--- config.mk ---
export PLATFORM = sky130hd
export DESIGN_NAME = flag_alu
export DESIGN_NICKNAME = d
export VERILOG_FILES = /design/src/rtl/flag_alu_pkg.sv /design/src/rtl/alu_addsub.sv /design/src/rtl/alu_bitwise.sv /design/src/rtl/alu_flag_merge.sv /design/src/rtl/flag_alu.sv
export SDC_FILE = /design/constraint.sdc
export NUM_CORES = 1
export LEC_CHECK = 0
export BUFFER_PORTS_ARGS = -buffer_cell sky130_fd_sc_hd__buf_2
export CAP_MARGIN = 20
export CELL_PAD_IN_SITES_DETAIL_PLACEMENT = 1
export CELL_PAD_IN_SITES_GLOBAL_PLACEMENT = 1
export CORE_UTILIZATION = 42
export DETAILED_ROUTE_END_ITERATION = 8
export HOLD_SLACK_MARGIN = 0.03
export PLACE_DENSITY_LB_ADDON = 0.25
export SLEW_MARGIN = 10
export SYNTH_ARGS = -nofsm -noshare
export SYNTH_HDL_FRONTEND = slang
export SYNTH_SLANG_ARGS = --single-unit
--- constraint.sdc ---
create_clock -name clk -period 6.1 [get_ports clk]
set_clock_uncertainty 0.2 [all_clocks]
set_input_delay 0.915 -clock clk [delete_from_list [all_inputs] [get_ports clk]]
set_output_delay 0.915 -clock clk [all_outputs]
set_load 0.1 [all_outputs]
--- src/rtl/flag_alu_pkg.sv ---
package flag_alu_pkg;
  typedef enum logic [3:0] {
    OP_ADD = 4'd0,
    OP_ADC = 4'd1,
    OP_SUB = 4'd2,
    OP_SBC = 4'd3,
    OP_RSB = 4'd4,
    OP_RSC = 4'd5,
    OP_AND = 4'd6,
    OP_EOR = 4'd7,
    OP_ORR = 4'd8,
    OP_BIC = 4'd9,
    OP_MVN = 4'd10
  } alu_op_e;

  localparam int FLG_N = 3;
  localparam int FLG_Z = 2;
  localparam int FLG_C = 1;
  localparam int FLG_V = 0;

  function automatic logic op_is_arith(input logic [3:0] op);
    return op <= OP_RSC;
  endfunction
endpackage

--- src/rtl/alu_addsub.sv ---
module alu_addsub #(
  parameter int W = 32
) (
  input  logic [W-1:0] x_in,
  input  logic [W-1:0] y_in,
  input  logic         do_sub,
  input  logic         cin,
  output logic [W-1:0] sum,
  output logic         cout,
  output logic         ovf
);
  logic [W-1:0] y_eff;
  logic [W:0]   total;
  logic [W-1:0] same_sign;

  // Subtraction adds the inverted operand; the carry-in supplies the +1.
  assign y_eff     = do_sub ? ~y_in : y_in;
  assign total     = {1'b0, x_in} + {1'b0, y_eff} + {{W{1'b0}}, cin};
  assign sum       = total[W-1:0];
  assign cout      = total[W];
  assign same_sign = ~(x_in ^ y_in);
  assign ovf       = do_sub ? ((x_in[W-1] ^ y_in[W-1]) & (x_in[W-1] ^ sum[W-1]))
                            : (same_sign[W-1] & (x_in[W-1] ^ sum[W-1]));
endmodule

--- src/rtl/alu_bitwise.sv ---
module alu_bitwise
  import flag_alu_pkg::*;
#(
  parameter int W = 32
) (
  input  logic [3:0]   op,
  input  logic [W-1:0] a,
  input  logic [W-1:0] b,
  output logic [W-1:0] y
);
  always_comb begin
    unique case (op)
      OP_AND:  y = a & b;
      OP_EOR:  y = a ^ b;
      OP_ORR:  y = a | b;
      OP_BIC:  y = a & ~b;
      OP_MVN:  y = ~b;
      default: y = '0;
    endcase
  end
endmodule

--- src/rtl/alu_flag_merge.sv ---
module alu_flag_merge
  import flag_alu_pkg::*;
#(
  parameter int W = 32
) (
  input  logic         arith,
  input  logic         upd,
  input  logic [W-1:0] res,
  input  logic         add_c,
  input  logic         add_v,
  input  logic [3:0]   old_flags,
  input  logic         sc_sel,
  input  logic         sc,
  output logic [3:0]   new_flags
);
  logic c_logic;

  assign c_logic = sc_sel ? sc : old_flags[FLG_C];

  always_comb begin
    new_flags = old_flags;
    if (upd) begin
      new_flags[FLG_N] = res[W-1];
      new_flags[FLG_Z] = (res == '0);
      new_flags[FLG_C] = arith ? add_c : c_logic;
      new_flags[FLG_V] = arith ? add_v : old_flags[FLG_V];
    end
  end
endmodule

--- src/rtl/flag_alu.sv ---
module flag_alu
  import flag_alu_pkg::*;
#(
  parameter int W = 32
) (
  input  logic         clk,
  input  logic         rst,
  input  logic [W-1:0] op_a,
  input  logic [W-1:0] op_b,
  input  logic [3:0]   op_sel,
  input  logic [3:0]   flags_in,
  input  logic         set_flags,
  input  logic         shift_c_sel,
  input  logic         shift_c,
  output logic [W-1:0] result,
  output logic [3:0]   flags_out,
  output logic         flags_we
);
  logic         arith, swap, do_sub, cin;
  logic [W-1:0] x_op, y_op, sum, bits, res_next;
  logic         add_c, add_v;
  logic [3:0]   flags_next;

  assign arith  = op_is_arith(op_sel);
  assign swap   = (op_sel == OP_RSB) || (op_sel == OP_RSC);
  assign do_sub = (op_sel == OP_SUB) || (op_sel == OP_SBC) || swap;

  // Plain add takes 0, plain subtract takes 1, chained forms take the carry flag.
  always_comb begin
    unique case (op_sel)
      OP_ADD:                 cin = 1'b0;
      OP_SUB, OP_RSB:         cin = 1'b1;
      OP_ADC, OP_SBC, OP_RSC: cin = flags_in[FLG_C];
      default:                cin = 1'b0;
    endcase
  end

  assign x_op = swap ? op_b : op_a;
  assign y_op = swap ? op_a : op_b;

  alu_addsub #(.W(W)) addsub_i (
    .x_in(x_op), .y_in(y_op), .do_sub(do_sub), .cin(cin),
    .sum(sum), .cout(add_c), .ovf(add_v)
  );

  alu_bitwise #(.W(W)) bitwise_i (
    .op(op_sel), .a(op_a), .b(op_b), .y(bits)
  );

  assign res_next = arith ? sum : bits;

  alu_flag_merge #(.W(W)) merge_i (
    .arith(arith), .upd(set_flags), .res(res_next), .add_c(add_c),
    .add_v(add_v), .old_flags(flags_in), .sc_sel(shift_c_sel), .sc(shift_c),
    .new_flags(flags_next)
  );

  always_ff @(posedge clk) begin
    if (rst) begin
      result    <= '0;
      flags_out <= '0;
      flags_we  <= 1'b0;
    end else begin
      result    <= res_next;
      flags_out <= flags_next;
      flags_we  <= set_flags;
    end
  end
endmodule

==> flow_summary_export.csv <==
group,metric,value,unit
run_status,status,"completed",
clocking,cts_hold_buffers,0,
timing,min_period_over_period,0.874,
power,combPwrFrac,0.664,
yosys,synth_common_cells,"nor2_1 (78), nand2_1 (76), inv_1 (72)",
timing,period_minus_slack,5.33,ns
floorplan,dieArea,15000,µm²
yosys,yosysMostFrequentCell,"nor2_1",
grt,grt_pass1_vias,6545,
floorplan,initial_core_util,0.436,
yosys,synth_largest_area_cell,"ha_1",
grt,grt_use_met1,0.410,
yosys,synth_cells,857,
finish,drive_above_1_share,0.175,
power,peakVddDrop,0.158,mV
routing,routed_wl,22100,µm
finish,num_antenna_cells,0,
power,power_switching,846,µW
yosys,synth_fp_nets,999,
routing,dr_total_vias,6841,
routing,drtAntennaViolNets,0,
power,pwr-share-seq,0.174,
yosys,synth_xor_xnor_area_share,0.0601,
grt,met2_usage,0.500,
timing,tns,0,ns
power,power,1600,µW
setup_path,worst_setup_path_end_kind,"flip-flop",
setup_path,arrival,5.34,ns
setup_path,start_kind,"input pin",
yosys,synth_edf_count,0,
routing,drtPass1Iterations,5,
yosys,synth_top_family_by_area,"compound AO/OA/AOI/OAI gates",
timing,slew_headroom,0.339,
clocking,cts_tree,"done",
flow_run,drv_cap,0,
routing,via_per_inst,6.09,
clocking,ctsHtreeMaxLevel,2,
timing,rsz0062_at_grt,"false",
timing,fmax,0.187,GHz
yosys,syn_area_per_cell,7.14,µm²
routing,drc_errors,0,
routing,wl_per_cell,19.7,µm
setup_path,crit_fanout,30,
floorplan,ios,114,
grt,grt_busiest_layer,"met2",
grt,globalRouteOverflowTotal,0,
setup_path,worstSetupPathType,"in -> reg",
yosys,synth_simple_gate_area_frac,0.200,
floorplan,fp.dieH,123,µm
finish,n_fill_cell,1858,
power,switching_share,0.527,
yosys,muxShareOfSynthArea,0.0820,
clocking,clock-sinks,37,
finish,finalNetCount,1084,
grt,met3_usage,0.0437,
timing,tightest_slew,0.992,ns
yosys,synth_seq_area_share,0.121,
routing,first_iter_violations,428,
yosys,yosys_warnings,0,
grt,grt_max_degree,52,
timing,hold-worst-slack,0.677,ns
setup_path,cp.required,6.11,ns
clocking,cts.repair.resized,0,
yosys,synth-compound-area-share,0.320,
power,power_leakage,0.00315,µW
grt,antenna_found_initial,0,
clocking,clock_path_buffers,2,
yosys,async_reset_ff_frac,0,
floorplan,die-width,123,µm
power,power.density,228,nW/µm²
yosys,synth_area,6120,µm²
yosys,yosys-top-cells-area,"ha_1 (13%), dfxtp_1 (12%), mux2i_1 (8.0%)",
placed_design,gp_congestion,0.938,
timing,final-max-slew-violation-count,0,
yosys,synthAdderAreaFrac,0.135,
hold_path,holdCritPathClass,"in -> reg",
floorplan,core-area,14000,µm²
placed_design,port_buffers,113,
grt,grt_usage,0.300,
clocking,clk_pin_slew,0.06,ns
yosys,synth_cell_types,84,
grt,grt_pass1_wl,34900,µm
power,p_clk_frac,0.162,
placed_design,dp_hpwl,16900,µm
timing,setup_viol_count_final,0,
floorplan,num_rows,43,
clocking,cts_buffers,5,
yosys,synth-main-ff-cell,"dfxtp_1",
clocking,postCtsSetupBuffers,0,
clocking,cts-root-buf,"clkbuf_16",
timing,final_hold_viol_count,0,
yosys,yosys.area.top_type_share,0.129,
finish,syn_to_final_growth,15.0,%
power,internal_power,759,µW
yosys,synth-seq-cells,37,
-- cell families after synthesis --
kind of cell	count (synthesis)
xor gates and xnor gates	42
muxes	50
buffers and inverters	125
adders and majority gates	65
AOI/OAI and AO/OA	285
and+or+nand+nor	253
DFF	37
-- per-layer routing --
layer  share of wire  vias to the layer above
li1                -                     3318
met1            0.48                     3324
met2            0.46                      175
met3           0.052                       24
met4           0.011                        0
met5               0                        -
-- layout make-up --
class	instances	area, µm²	share of cell area
Multi-Input combinational cell	695	4950	0.703
Sequential cell	37	741	0.105
Timing Repair Buffer	131	713	0.101
Inverter	72	270	0.0384
Tap cell	180	225	0.0320
Clock buffer	6	129	0.0183
Clock inverter	2	10.0	0.00142
-- worst max-delay path, stage by stage --
cell and delay (ns):
buf_2 0.31, nand2b_1 0.17, nor2_4 0.18, buf_4 0.35, mux2i_1 0.31, xnor2_1 0.17
ha_1 0.32, a21oi_1 0.33, o21ai_1 0.16, a221oi_1 0.37, nand2_1 0.19, a211oi_1 0.24
o31ai_1 0.11, a2111oi_0 0.51, buf_4 0.20, nand4_1 0.20, o31ai_2 0.26
-- cell usage in the layout (no fill, tap or decap), types with 8 or more instances in the layout --
master    count
mux2i_1      49
xnor2_1      36
o22ai_1       8
buf_2       113
inv_1        72
o31ai_1       8
nor2_1       76
o21ai_0      62
nand4_1      14
o21a_1       11
or3_1         9
dfxtp_1      37
nor2b_1      11
a21o_1       16
a211oi_1     19
nand3_1      13
nor3_1       12
a31oi_1       9
buf_4        17
a21oi_1      59
a32oi_1       8
ha_1         63
nand2_1      76
-- path summary, 6_finish.rpt --
path | end | slack [ns] | start | cells past startpoint
min | flags_out[2]$_SDFF_PP0_ | 0.68 | flags_in[2] | 3
max | flags_out[2]$_SDFF_PP0_ | 0.77 | op_sel[2] | 17
-- power by group through the flow --
| stage | sequential (µW) | clock, µW | combinational [µW] |
|---|---|---|---|
| 2_1_floorplan | 510 | 0 | 574 |
| 3_3_place_gp | 284 | 0 | 1030 |
| 3_5_place_dp | 284 | 0 | 1050 |
| 4_1_cts | 280 | 265 | 1050 |
| 5_1_grt | 283 | 277 | 1150 |
| 6_report | 279 | 260 | 1070 |
-- sequential cells by signal, indices dropped and copies added, names as in the netlist --
register and flops:
flags_we 1, flags_out 4, result 32
-- metrics by stage --
| step | instances | area, µm² | utilization | setup WS, ns |
|---|---|---|---|---|
| 4_1_cts | 1123 | 7040 | 0.501 | 0.831 |
| 2_1_floorplan | 857 | 6120 | - | 0.504 |
| 3_5_place_dp | 1115 | 6900 | 0.491 | 0.593 |
| 5_1_grt | 1123 | 7040 | 0.501 | 0.410 |
| 6_report | 1123 | 7040 | 0.501 | 0.766 |
| 3_3_place_gp | 1115 | 6900 | 0.491 | 0.703 |
(Power assumes the default switching activity.)
